**src/rtl/tsq_pkg.sv**
```systemverilog
package tsq_pkg;

   typedef struct packed {
      logic [2:0] chan;
      logic       low_res;
      logic       se_ref;
      logic [1:0] pwr;
   } tsq_cmd_t;

   function automatic logic chan_is_touch(input logic [2:0] ch);
      return (ch == 3'b001) || (ch == 3'b011) || (ch == 3'b100) || (ch == 3'b101);
   endfunction

endpackage

```
**src/rtl/tsq_sync.sv**
```systemverilog
module tsq_sync #(
   parameter int          W       = 3,
   parameter int          STAGES  = 2,
   parameter logic [W-1:0] RST_VAL = '0
) (
   input  logic         clk,
   input  logic         rst_n,
   input  logic [W-1:0] d_i,
   output logic [W-1:0] q_o
);
   initial begin
      assert (STAGES >= 1 && STAGES <= 3) else $error("tsq_sync: STAGES out of range");
   end

   generate
      if (STAGES == 1) begin : g_single
         logic [W-1:0] r_q;
         always_ff @(posedge clk or negedge rst_n) begin
            if (!rst_n) r_q <= RST_VAL;
            else        r_q <= d_i;
         end
         assign q_o = r_q;
      end else begin : g_chain
         logic [STAGES-1:0][W-1:0] r_q;
         always_ff @(posedge clk or negedge rst_n) begin
            if (!rst_n) r_q <= {STAGES{RST_VAL}};
            else        r_q <= {r_q[STAGES-2:0], d_i};
         end
         assign q_o = r_q[STAGES-1];
      end
   endgenerate
endmodule

```
**src/rtl/tsq_cmd_rx.sv**
```systemverilog
module tsq_cmd_rx
   import tsq_pkg::*;
#(
   parameter int RES_W = 12,
   parameter int LOW_W = 8
) (
   input  logic     clk,
   input  logic     rst_n,
   input  logic     tick_i,
   input  logic     abort_i,
   input  logic     din_i,
   output logic     done_o,
   output tsq_cmd_t word_o,
   output logic [2:0] chan_o,
   output logic     track_o
);
   localparam int CPOS_W = $clog2(RES_W + 3);
   localparam logic [CPOS_W-1:0] P_ONE    = CPOS_W'(1);
   localparam logic [CPOS_W-1:0] P_CH_END = CPOS_W'(3);
   localparam logic [CPOS_W-1:0] P_TRK    = CPOS_W'(4);
   localparam logic [CPOS_W-1:0] P_LAST   = CPOS_W'(7);
   localparam logic [CPOS_W-1:0] HOLD_HI  = CPOS_W'(RES_W + 2);
   localparam logic [CPOS_W-1:0] HOLD_LO  = CPOS_W'(LOW_W + 2);

   logic [CPOS_W-1:0] pos_q;
   logic [5:0]        sh_q;
   logic [2:0]        chan_q;
   logic              low_q;
   logic [CPOS_W-1:0] hold_end;

   assign hold_end = low_q ? HOLD_LO : HOLD_HI;

   always_ff @(posedge clk or negedge rst_n) begin
      if (!rst_n) begin
         pos_q  <= '0;
         sh_q   <= '0;
         chan_q <= '0;
         low_q  <= 1'b0;
      end else if (abort_i) begin
         pos_q <= '0;
         sh_q  <= '0;
      end else if (tick_i) begin
         if (pos_q == '0) begin
            if (din_i) pos_q <= P_ONE;
         end else if (pos_q == hold_end) begin
            pos_q <= '0;
         end else begin
            pos_q <= pos_q + P_ONE;
         end
         if (pos_q != '0 && pos_q < P_LAST) sh_q <= {sh_q[4:0], din_i};
         if (pos_q == P_CH_END) chan_q <= {sh_q[1:0], din_i};
         if (pos_q == P_LAST)   low_q  <= sh_q[2];
      end
   end

   assign done_o  = tick_i && !abort_i && (pos_q == P_LAST);
   assign word_o  = tsq_cmd_t'({sh_q, din_i});
   assign chan_o  = chan_q;
   assign track_o = (pos_q >= P_TRK) && (pos_q <= P_LAST);

   AST_POS_BOUND: assert property (@(posedge clk) disable iff (!rst_n)
      pos_q <= HOLD_HI);
   AST_TRACK_ON_TICK: assert property (@(posedge clk) disable iff (!rst_n)
      $rose(track_o) |-> $past(tick_i));
endmodule

```
**src/rtl/tsq_out_seq.sv**
```systemverilog
module tsq_out_seq #(
   parameter int RES_W = 12,
   parameter int LOW_W = 8
) (
   input  logic             clk,
   input  logic             rst_n,
   input  logic             tick_i,
   input  logic             abort_i,
   input  logic             load_i,
   input  logic             load_low_i,
   input  logic             load_diff_i,
   input  logic [RES_W-1:0] sample_i,
   output logic             dout_o,
   output logic             busy_o,
   output logic             drv_o,
   output logic             active_o,
   output logic             diff_o
);
   localparam int OPOS_W = $clog2(RES_W + 5);
   localparam int PAD_W  = RES_W - LOW_W;
   localparam logic [OPOS_W-1:0] O_ONE = OPOS_W'(1);
   localparam logic [OPOS_W-1:0] O_TWO = OPOS_W'(2);
   localparam logic [OPOS_W-1:0] N_HI  = OPOS_W'(RES_W);
   localparam logic [OPOS_W-1:0] N_LO  = OPOS_W'(LOW_W);
   localparam logic [OPOS_W-1:0] PAD_N = OPOS_W'(4);

   logic [OPOS_W-1:0] opos_q;
   logic [RES_W-1:0]  sreg_q;
   logic              low_q;
   logic              diff_q;
   logic [OPOS_W-1:0] nb;
   logic              in_data;
   logic [RES_W-1:0]  aligned;

   assign nb      = low_q ? N_LO : N_HI;
   assign in_data = (opos_q >= O_TWO) && (opos_q <= nb + O_ONE);
   assign aligned = load_low_i ? {sample_i[RES_W-1 -: LOW_W], {PAD_W{1'b0}}} : sample_i;

   always_ff @(posedge clk or negedge rst_n) begin
      if (!rst_n) begin
         opos_q <= '0;
         sreg_q <= '0;
         low_q  <= 1'b0;
         diff_q <= 1'b0;
      end else if (abort_i) begin
         opos_q <= '0;
      end else if (tick_i) begin
         if (load_i) begin
            opos_q <= O_ONE;
            sreg_q <= aligned;
            low_q  <= load_low_i;
            diff_q <= load_diff_i;
         end else if (opos_q != '0) begin
            opos_q <= (opos_q == nb + PAD_N) ? '0 : opos_q + O_ONE;
            if (in_data) sreg_q <= {sreg_q[RES_W-2:0], 1'b0};
         end
      end
   end

   assign dout_o   = in_data ? sreg_q[RES_W-1] : 1'b0;
   assign busy_o   = (opos_q == O_ONE);
   assign drv_o    = diff_q && (opos_q >= O_ONE) && (opos_q <= nb + O_TWO);
   assign active_o = (opos_q != '0);
   assign diff_o   = diff_q;

   AST_LOAD_BUSY: assert property (@(posedge clk) disable iff (!rst_n)
      (tick_i && load_i && !abort_i) |=> busy_o);
   AST_BUSY_SINGLE: assert property (@(posedge clk) disable iff (!rst_n)
      (busy_o && tick_i && !abort_i) |=> !busy_o);
   AST_ABORT_IDLE: assert property (@(posedge clk) disable iff (!rst_n)
      abort_i |=> !active_o);
endmodule

```
**src/rtl/touch_adc_seq.sv**
```systemverilog
module touch_adc_seq
   import tsq_pkg::*;
#(
   parameter int RES_W       = 12,
   parameter int LOW_W       = 8,
   parameter int SYNC_STAGES = 2
) (
   input  logic             clk,
   input  logic             rst_n,
   input  logic             dclk,
   input  logic             cs_n,
   input  logic             din,
   input  logic [RES_W-1:0] conv_sample,
   input  logic             pen_touch,
   output logic             dout,
   output logic             dout_oe,
   output logic             busy,
   output logic [2:0]       mux_sel,
   output logic             sh_track,
   output logic             drv_en,
   output logic             ref_diff,
   output logic             ref_on,
   output logic             adc_on,
   output logic             penirq_n,
   output logic             yneg_on
);
   initial begin
      assert (LOW_W >= 1 && LOW_W < RES_W) else $error("touch_adc_seq: bad LOW_W");
      assert (RES_W >= 8 && RES_W <= 27) else $error("touch_adc_seq: bad RES_W");
   end

   logic [2:0] raw_in, sync_q;
   logic       dclk_s, cs_s, din_s, dclk_d;
   logic       tick, abort;
   logic       cmd_done, cmd_track, conv_drv, conv_active;
   tsq_cmd_t   cmd_word;
   logic [1:0] pwr_q;
   logic       ref_q;

   assign raw_in = {cs_n, dclk, din};

   tsq_sync #(.W(3), .STAGES(SYNC_STAGES), .RST_VAL(3'b100)) u_sync (
      .clk(clk), .rst_n(rst_n), .d_i(raw_in), .q_o(sync_q)
   );
   assign {cs_s, dclk_s, din_s} = sync_q;

   always_ff @(posedge clk or negedge rst_n) begin
      if (!rst_n) dclk_d <= 1'b0;
      else        dclk_d <= dclk_s;
   end
   assign tick  = dclk_s && !dclk_d;
   assign abort = cs_s;

   tsq_cmd_rx #(.RES_W(RES_W), .LOW_W(LOW_W)) u_rx (
      .clk(clk), .rst_n(rst_n), .tick_i(tick), .abort_i(abort), .din_i(din_s),
      .done_o(cmd_done), .word_o(cmd_word), .chan_o(mux_sel), .track_o(cmd_track)
   );

   tsq_out_seq #(.RES_W(RES_W), .LOW_W(LOW_W)) u_out (
      .clk(clk), .rst_n(rst_n), .tick_i(tick), .abort_i(abort), .load_i(cmd_done),
      .load_low_i(cmd_word.low_res),
      .load_diff_i(!cmd_word.se_ref && chan_is_touch(cmd_word.chan)),
      .sample_i(conv_sample), .dout_o(dout), .busy_o(busy), .drv_o(conv_drv),
      .active_o(conv_active), .diff_o(ref_diff)
   );

   always_ff @(posedge clk or negedge rst_n) begin
      if (!rst_n) begin
         pwr_q <= 2'b00;
         ref_q <= 1'b0;
      end else if (cmd_done) begin
         pwr_q <= cmd_word.pwr;
         ref_q <= cmd_word.pwr[1];
      end
   end

   assign sh_track = cmd_track;
   assign drv_en   = (cmd_track && chan_is_touch(mux_sel)) || conv_drv;
   assign dout_oe  = !cs_s;
   assign ref_on   = ref_q;
   assign adc_on   = pwr_q[0] || conv_active || cmd_track;
   assign penirq_n = !(pen_touch && !pwr_q[0]);
   assign yneg_on  = (pwr_q == 2'b00) && !conv_active && !cmd_track;

   AST_NO_TRACK_BUSY: assert property (@(posedge clk) disable iff (!rst_n)
      !(sh_track && busy));
   AST_SE_DRV_OFF: assert property (@(posedge clk) disable iff (!rst_n)
      (busy && !ref_diff) |-> !drv_en);
endmodule

```
**config.mk**
```make
export PLATFORM = sky130hd
export DESIGN_NAME = touch_adc_seq
export DESIGN_NICKNAME = d
export VERILOG_FILES = /design/src/rtl/tsq_pkg.sv /design/src/rtl/tsq_sync.sv /design/src/rtl/tsq_cmd_rx.sv /design/src/rtl/tsq_out_seq.sv /design/src/rtl/touch_adc_seq.sv
export SDC_FILE = /design/constraint.sdc
export NUM_CORES = 1
export LEC_CHECK = 0
export ABC_AREA = 1
export ABC_CLOCK_PERIOD_IN_PS = 1580
export BUFFER_PORTS_ARGS = -buffer_cell sky130_fd_sc_hd__buf_2
export CAP_MARGIN = 40
export CORE_MARGIN = 3
export CORE_UTILIZATION = 50
export CTS_BUF_LIST = sky130_fd_sc_hd__clkbuf_8
export DETAILED_ROUTE_END_ITERATION = 7
export MAX_ROUTING_LAYER = met4
export PLACE_DENSITY_LB_ADDON = 0.1
export SETUP_SLACK_MARGIN = 0.4
export SYNTH_ARGS = -nofsm -noshare
export SYNTH_HDL_FRONTEND = slang
export SYNTH_SLANG_ARGS = --single-unit
```
**constraint.sdc**
```tcl
create_clock -name clk -period 1.58 [get_ports clk]
set_clock_uncertainty 0.1 [all_clocks]
set_input_delay 0.158 -clock clk [delete_from_list [all_inputs] [get_ports clk]]
set_output_delay 0.158 -clock clk [all_outputs]
set_load 0.05 [all_outputs]
```
==> reports/metrics.cfg, run 1 <==
[logic_synthesis]
synth.avg_cell_area_sq_um = 7.82
synth_seq_cells = 41
synth_warnings = 0
syn_area_sq_mm = 0.00218
async_flop_share = 1.00
ys_seq_area_frac = 0.472
yosysUniqueCellTypes = 29
synth_edf_count = 0
synth_cells = 279
syn_nets = 305
yosys_most_used_dff = dfrtp_1

[cells_and_area]
insertedDiodeCount = 0
seqCellArea_sq_mm = 0.00104
fin_cells = 432
areaGrowthSynthToFinish_pct = 71.1
multi_input_area_sq_mm = 0.00148
fin_util = 0.907
drive_above_1_share = 0.521
fin_nets = 407
n_fill_cell = 154

[setup_path]
r2r_cells = 8
critPathLaunchType = register
path_depth = 7
slowest_stage = dfrtp_2
worstPathArrival_ns = 1.65
crit_type = register to output pin
cpLargestDelayFamily = flip-flops
crit_path_max_incr_delay_ns = 0.44
crit_fanout = 3
end_kind = output pin
path_buf_inv = 1
worstPathCellList = ha_4 > nand2_4 > nor2_4 > nor2_2 > o211ai_1 > nand2_2 > buf_8
cp_data_required_time_ns = 1.32

[placed_design]
place.gp.congestion = 0.828
hpwl_um = 3950
post-place-cells = 392
portBuffers = 30

[drt]
drtAntennaViolNets = 0
routed_wl_um = 7170
drc = 0
vias = 2387
routedWlPerCell_um = 16.6
drtIter0Drc = 176
drt_pre_antenna_iters = 6
via_per_inst = 5.53

[global_route]
grt_antenna_before_repair = 0
grtUsageTotal = 0.235
grt_pass1_wl_um = 9210
grt_max_degree = 42
grt-ovfl-total = 0
grt_pass1_vias = 2046

[pwr]
power.switching_mw = 0.524
switching_share = 0.244
power_density_mw_per_mm2 = 576
clkPwrFrac = 0.403
peakVddDrop_uv = 636
p_int_mw = 1.62
power_frac_comb = 0.095
seq_power_share = 0.502
p_leak_nw = 1.79
power_mw = 2.15

[clock_tree]
cts_tree = built
clock-sinks = 41
cts-buffers-inserted = 5
cts_root_buf = clkbuf_8
cts_max_level = 2
cts_buffer_depth = 2
clkLatencyLatePin_ns = 0.30
cts.clk_slew.worst_paths_ns = 0.08

[flow_run]
maxCapViolCount = 0

[sta]
period_needed_ns = 1.91
drv_slew = 0
worst_hold_slack_ns = 0.102
hold_viol_final = 0
finalSetupViolCount = 31
slew_headroom = 0.654
tns_ns = -5.40
max_freq_mhz = 523
tightest_slew_ns = 0.520
rsz0062_at_grt = yes
period_share = 1.21
fin_ws_ns = -0.332

[die]
die_y_um = 72.0
dieArea_sq_mm = 0.00519
ios = 31
start_util = 0.530
row_count = 23
core-area_sq_mm = 0.00412
die_w_um = 72.0

[min_path]
hold_path_class = primary input to register
hold_depth = 5

[status]
outcome = finished with violations
violations = negative setup slack

==> registers in the layout, summed over array words and instances (netlist names) <==
name / cells
dclk_d: 1
pwr_q: 2
u_out.diff_o: 1
u_out.low_q: 1
u_out.opos_q: 5
u_out.sreg_q: 12
u_rx.chan_o: 3
u_rx.pos_q: 4
u_rx.sh_q: 6
u_sync.g_chain.r_q: 3
u_sync.q_o: 3
==> per-stage QoR <==
| stage | instance area, sq um | worst slack, ns |
|---|---|---|
| floorplan | 2360 | -0.0711 |
| finish | 3730 | -0.332 |
| detailed placement | 2800 | -0.178 |
| global route | 3730 | -0.389 |
| global placement | 2800 | -0.141 |
| CTS | 3360 | -0.350 |
==> path summary, 6_finish.rpt <==
| kind | start | end | slack [ns] |
|---|---|---|---|
| min in group asynchronous | rst_n | u_out.opos_q[4] | 0.34 |
| setup / recovery | u_out.opos_q[2] | drv_en | -0.33 |
| hold / removal | conv_sample[8] | u_out.sreg_q[8] | 0.10 |
| setup reg to reg | u_out.opos_q[2] | u_out.sreg_q[4] | -0.27 |
| hold reg to reg | u_sync.g_chain.r_q[1] | u_sync.q_o[1] | 0.26 |
| max in group asynchronous | rst_n | pwr_q[1] | 0.64 |
==> placed cells by master, fill, tap and decap left out, drive strengths merged, types with 2 or more instances in the layout <==
cell type | Yosys | layout
a21oi | 5 | 5
buf | 6 | 95
clkbuf | 0 | 5
clkinv | 1 | 3
dfrtp | 39 | 39
dfstp | 2 | 2
dlygate4sd3 | 0 | 5
ha | 8 | 8
inv | 29 | 28
nand2 | 108 | 109
nand3 | 22 | 22
nand4 | 3 | 3
nor2 | 19 | 19
nor3 | 3 | 3
o21ai | 18 | 18
o22ai | 3 | 3
o31ai | 4 | 4
xor2 | 4 | 4
==> timing repair <==
action	4_1_cts	5_1_grt
gates resized for setup	85	60
buffers inserted	10	15
endpoints found under the hold margin	43	0
cloned	1	1
setup endpoints to repair	47	45
pin swaps	25	20
hold buffers	5	0
==> power groups by stage <==
| stage | Sequential (mW) | Clock [mW] | Combinational [mW] |
|---|---|---|---|
| floorplan | 1.10 | 0 | 0.0792 |
| global placement | 1.10 | 0 | 0.148 |
| detailed placement | 1.10 | 0 | 0.149 |
| CTS | 1.08 | 0.867 | 0.179 |
| global route | 1.08 | 0.911 | 0.221 |
| finish | 1.08 | 0.865 | 0.205 |
==> synth_stat cells (all sizes together) (2+ instances only) <==
master,n,area share
xor2,4,0.016
dfstp,2,0.024
ha,8,0.046
nand3,22,0.050
nor3,3,0.0069
a21oi,5,0.011
o21ai,18,0.043
dfrtp,39,0.45
inv,29,0.050
nand2,108,0.19
buf,6,0.019
o31ai,4,0.014
nor2,19,0.046
nand4,3,0.0086
o22ai,3,0.0086
==> worst register-to-register path: stages (launching register included) <==
cell and delay [ns]:
dfrtp_2 0.44, nand3b_1 0.24, buf_4 0.19, nor2_4 0.13
and2_4 0.23, nor2_8 0.08, buf_4 0.17, nand3_1 0.10
nand2_1 0.07
==> routing by layer <==
metal,up-vias,wire length (um),track usage
met3,31,364,0.0388
met2,96,3800,0.388
met1,1162,2780,0.296
met4,0,230,0.0731
li1,1098,-,-
met5,-,0,-
==> logic make-up after synthesis <==
kind of cell	count (synthesis)	share of synthesized area
XOR/XNOR	4	0.0161
flip-flops	41	0.472
adder cells (fa/ha/maj)	8	0.0459
AO/OA/AOI/OAI	32	0.0843
AND/OR/NAND/NOR	158	0.312
buffers and inverters	36	0.0706
==> area by class of cell <==
type / instances / share of cell area
repair buffers: 100 / 0.243
well taps: 50 / 0.0168
inverters: 30 / 0.0355
multi-input cells: 203 / 0.396
clock inverters: 3 / 0.0124
flip-flops and latches: 41 / 0.278
clock buffers: 5 / 0.0184
(Power assumes the default switching activity.)
==> run 2, diff against run 1 <==
- CORE_ASPECT_RATIO: unset -> 1.25
- GPL_TIMING_DRIVEN: unset -> 0
==> run 2 against run 1 <==
The flow still finishes with violations (negative setup slack). Via count rose by 2.7%. Combinational power up 21%. Non-clock buffer count down 7. Sequential share of layout area is 1.2 points higher. Clock-buffer cell count did not move. Final area decreased by 3.7%. Hold slack got worse by 0.027 ns. Power fell by 2.2%. Flip-flop and latch count unchanged. Clock power fell by 11%. Critical endpoint unchanged. Highest routed layer unchanged.
==> reports/metrics.cfg, run 2 (same netlist as run 1, synthesis figures left out) <==
[status]
outcome = finished with violations
violations = negative setup slack

[sta]
rsz0062_at_grt = yes
tns_ns = -7.10
max_freq_mhz = 486
period_needed_ns = 2.06
slew_headroom = 0.713
finalSetupViolCount = 34
fin_ws_ns = -0.479
drv_slew = 0
hold_viol_final = 0
tightest_slew_ns = 0.426
period_share = 1.30

[clock_tree]
cts_buffer_depth = 2
cts_root_buf = clkbuf_8
clock-sinks = 41
cts_max_level = 2
clkLatencyLatePin_ns = 0.31
cts_tree = built
cts-buffers-inserted = 5
cts.clk_slew.worst_paths_ns = 0.10

[placed_design]
portBuffers = 30
dp_slack_ns = -0.238
hpwl_um = 3640
post-place-cells = 366
place.gp.congestion = 0.888
place_area_sq_mm = 0.00260

[setup_path]
cp_data_required_time_ns = 1.32
reg2reg_slack_ns = -0.34
critPathLaunchType = register
end_kind = output pin
worstPathArrival_ns = 1.80
r2r-start = u_out.opos_q[0]
crit_fanout = 2
crit_type = register to output pin
r2r_cells = 12
rr_endpoint = u_out.sreg_q[1]

[cells_and_area]
fin_area_sq_mm = 0.00359
final_common_cell = nand2_1
areaGrowthSynthToFinish_pct = 64.8
insertedDiodeCount = 0
fin_util = 0.870
reg.largest.list = u_out.sreg_q x12, u_rx.sh_q x6, u_out.opos_q x5
largest_reg_flops = 12
fin_nets = 399
layout_common_cells = nand2_1, buf_4, dfrtp_1, buf_2, nand3_1
top_register = u_out.sreg_q
drive_above_1_share = 0.519
n_fill_cell = 206
fin_cells = 430

[pwr]
switching_share = 0.283
peakVddDrop_uv = 752
power_frac_comb = 0.119
seq_power_share = 0.515
p_int_mw = 1.51
power_density_mw_per_mm2 = 584
p_leak_nw = 1.76
clkPwrFrac = 0.367
power.switching_mw = 0.594

[die]
core-area_sq_mm = 0.00413
row_count = 26
die_y_um = 79.8
die_w_um = 65.1
ios = 31
start_util = 0.528
dieArea_sq_mm = 0.00520

[drt]
drt_pre_antenna_iters = 5
drtIter0Drc = 282
drc = 0
via_per_inst = 5.70
routedWlPerCell_um = 19.1
drtAntennaViolNets = 0
routed_wl_um = 8200
vias = 2451

[flow_run]
maxCapViolCount = 0

[global_route]
grt_max_degree = 31
grt-ovfl-total = 0
grtUsageTotal = 0.277
grt_antenna_before_repair = 0
grt_pass1_wl_um = 10800
grt_pass1_vias = 2303

[min_path]
hold_path_class = primary input to register
hold_depth = 5
hold_end = u_out.sreg_q[4]
min_from = conv_sample[4]

run 2: area by class of cell:
cell class | count | area (sq um) | share of cell area
clock buffer | 5 | 68.8 | 0.0191
clock inverter | 3 | 26.3 | 0.00731
tap | 56 | 70.1 | 0.0195
multi-input combinational | 202 | 1420 | 0.395
buffer | 6 | 70.1 | 0.0195
inverter | 30 | 126 | 0.0352
timing repair buffer | 87 | 773 | 0.215
sequential | 41 | 1040 | 0.290
run 2: power by group through the flow:
stage               Combinational (mW)  Sequential, mW  Clock (mW)
floorplan                       0.0792            1.10           0
global placement                 0.136            1.10           0
detailed placement               0.144            1.10           0
CTS                              0.208            1.08       0.766
global route                     0.266            1.08       0.818
finish                           0.249            1.08       0.770
run 2: per-stage QoR:
step | power [mW] | hold WS, ns
CTS | 2.05 | 0.0770
global route | 2.16 | 0.101
floorplan | 1.18 | -0.238
global placement | 1.24 | 0.164
detailed placement | 1.24 | -0.0282
finish | 2.10 | 0.0750
run 2: what timing repair did:
item                                   CTS  global route
hold buffers                             5             0
resized for setup                       80            53
setup buffers                           38            11
gates cloned                             2             0
pin swaps                               25            24
endpoints found under the hold margin   43             0
setup endpoints to repair               47            47
run 2: worst max-delay path by stage:
| stage | start | endpoint | slack, ns | cells after the start |
|---|---|---|---|---|
| 2_1_floorplan | u_out.opos_q[2] | u_out.sreg_q[10] | -0.07 | 12 |
| 3_3_place_gp | u_out.low_q | u_out.sreg_q[4] | -0.20 | 12 |
| 3_5_place_dp | u_sync.q_o[1] | u_out.sreg_q[1] | -0.24 | 10 |
| 4_1_cts | u_out.low_q | dout | -0.36 | 9 |
| 5_1_grt | u_out.low_q | drv_en | -0.55 | 6 |
| 6_report | u_out.low_q | drv_en | -0.48 | 6 |
run 2: layer usage:
| layer | up-vias | routed length [um] | track usage |
|---|---|---|---|
| met5 | - | 0 | - |
| met4 | 0 | 378 | 0.0768 |
| met3 | 39 | 493 | 0.0493 |
| met2 | 146 | 4200 | 0.492 |
| met1 | 1187 | 3130 | 0.321 |
| li1 | 1079 | - | - |
run 2: critical path, cell delays in order (launching register included):
cell      delay (ns)
dfrtp_2         0.45
ha_4            0.29
nand2_4         0.06
nor3_1          0.25
o211ai_1        0.17
nand2_2         0.11
buf_8           0.15
==> run 3, diff against run 2 <==
- RECOVER_POWER: unset -> 25
==> run 3 against run 2 <==
The run still ends with negative setup slack left. Wire length fell by 0.31%. First-iteration DRC count did not move. Fmax barely moved. Utilization barely moved. Clock power barely moved. Via count rose by 0.20%. Clock-buffer cell count did not move. Die area did not move. Final area barely moved. Sequential power barely moved. Critical path depth did not move. Critical path type unchanged.
==> reports/metrics.cfg, run 3 (same netlist as run 1, synthesis figures left out) <==
[setup_path]
cpLargestDelayFamily = flip-flops
path_depth = 6
worstSetupStartpoint = u_out.low_q
crit_path_max_incr_delay_ns = 0.45
r2r-start = u_out.opos_q[0]
endpoint = drv_en
crit_type = register to output pin
worstPathArrival_ns = 1.80
critPathLaunchType = register
worstPathCellList = ha_4 > nand2_4 > nor3_1 > o211ai_1 > nand2_2 > buf_8
r2r_cells = 12
end_kind = output pin
rr_endpoint = u_out.sreg_q[1]
cp_data_required_time_ns = 1.32
crit_fanout = 2
reg2reg_slack_ns = -0.34
slowest_stage = dfrtp_2
path_buf_inv = 1

[die]
core-area_sq_mm = 0.00413
die_w_um = 65.1
die_y_um = 79.8
start_util = 0.528
row_count = 26
dieArea_sq_mm = 0.00520
ios = 31

[cells_and_area]
fin_cells = 430
reg.largest.list = u_out.sreg_q x12, u_rx.sh_q x6, u_out.opos_q x5
largest_reg_flops = 12
fin_area_sq_mm = 0.00359
fin_nets = 399
areaGrowthSynthToFinish_pct = 64.8
insertedDiodeCount = 0
top_register = u_out.sreg_q
layout_common_cells = nand2_1, buf_4, dfrtp_1, nand3_1, buf_2
drive_above_1_share = 0.516
final_common_cell = nand2_1

[global_route]
grt_antenna_before_repair = 0
grtUsageTotal = 0.277
grt_max_degree = 31
grt_pass1_wl_um = 10800
grt-ovfl-total = 0
grt_pass1_vias = 2303

[sta]
period_needed_ns = 2.06
max_freq_mhz = 486
hold_viol_final = 0
drv_slew = 0
fin_ws_ns = -0.479
slew_headroom = 0.445
rsz0062_at_grt = yes
finalSetupViolCount = 34
tightest_slew_ns = 0.833
period_share = 1.30

[placed_design]
dp_slack_ns = -0.238
place.gp.congestion = 0.888
hpwl_um = 3640
place_area_sq_mm = 0.00260
post-place-cells = 366
portBuffers = 30

[clock_tree]
cts.clk_slew.worst_paths_ns = 0.10
cts_max_level = 2
cts_root_buf = clkbuf_8
cts-buffers-inserted = 5
clock-sinks = 41
clkLatencyLatePin_ns = 0.31
cts_tree = built
cts_buffer_depth = 2

[drt]
via_per_inst = 5.71
routedWlPerCell_um = 19.0
drc = 0
vias = 2456
drtAntennaViolNets = 0
drtIter0Drc = 282
routed_wl_um = 8170
drt_pre_antenna_iters = 5

[min_path]
hold_path_class = primary input to register

[status]
violations = negative setup slack
outcome = finished with violations

[flow_run]
maxCapViolCount = 0

[pwr]
peakVddDrop_uv = 752
power_density_mw_per_mm2 = 584
p_leak_nw = 1.75

run 3: cell types whose count changed in the layout (fill, tap and decap cells not counted), sizes merged:
cell | previous run | this run
clkbuf | 5 | 6
buf | 88 | 87
run 3: per-stage QoR:
stage | hold WS [ns] | power (mW) | TNS, ns | utilization
after floorplan | -0.238 | 1.18 | -0.852 | -
after global placement | 0.164 | 1.24 | -2.69 | 0.624
after detailed placement | -0.0282 | 1.24 | -3.14 | 0.629
after CTS | 0.0770 | 2.05 | -4.42 | 0.799
after global routing | 0.101 | 2.16 | -9.49 | 0.870
final | 0.0750 | 2.10 | -7.16 | 0.870
run 3: timing repair:
item,in CTS,in global routing
endpoints found under the hold margin,43,0
hold buffers,5,0
setup endpoints to repair,47,47
pin swaps,25,24
buffers inserted,38,11
cloned,2,0
gates resized for setup,80,53
run 3: layout make-up:
| class | count | area, sq um |
|---|---|---|
| inverters | 30 | 126 |
| clock buffers | 5 | 68.8 |
| flip-flops and latches | 41 | 1040 |
| fillers | 207 | 538 |
| multi-input cells | 202 | 1420 |
| clock inverters | 3 | 26.3 |
| plain buffers | 6 | 70.1 |
| well taps | 56 | 70.1 |
| repair buffers | 87 | 772 |
run 3: layer usage:
metal,wire length [um],track usage,share of wire,up-vias
li1,-,-,-,1081
met1,3090,0.321,0.38,1183
met2,4200,0.492,0.51,152
met3,504,0.0493,0.062,40
met4,372,0.0768,0.046,0
met5,0,-,0,-
run 3: worst min path at each step:
stage                    from                    end  slack (ns)  cells after the start
2_1_floorplan           rst_n                 dclk_d       -0.24                      0
3_3_place_gp             cs_n  u_sync.g_chain.r_q[2]        0.16                      1
3_5_place_dp            rst_n          u_rx.pos_q[2]       -0.03                      1
4_1_cts        conv_sample[7]        u_out.sreg_q[7]        0.08                      5
5_1_grt        conv_sample[5]        u_out.sreg_q[5]        0.10                      5
6_report       conv_sample[4]        u_out.sreg_q[4]        0.07                      5
run 3: report_power, final:
| part | switching, mW | total, mW | internal (mW) | leakage (nW) |
|---|---|---|---|---|
| clock network | 0.441 | 0.770 | 0.329 | 0.0495 |
| logic | 0.138 | 0.249 | 0.111 | 1.23 |
| registers | 0.0146 | 1.08 | 1.07 | 0.474 |
run 3: worst reg2reg max path, stage by stage (launching register included):
cell and delay [ns]:
dfrtp_2 0.44, inv_2 0.08, buf_4 0.16, nor2_1 0.18, nand3_2 0.11, nand2_1 0.08
nand2_1 0.07, nand2_2 0.11, buf_4 0.12, nand2_4 0.06, buf_6 0.14, nand3_1 0.10
nand2_1 0.07
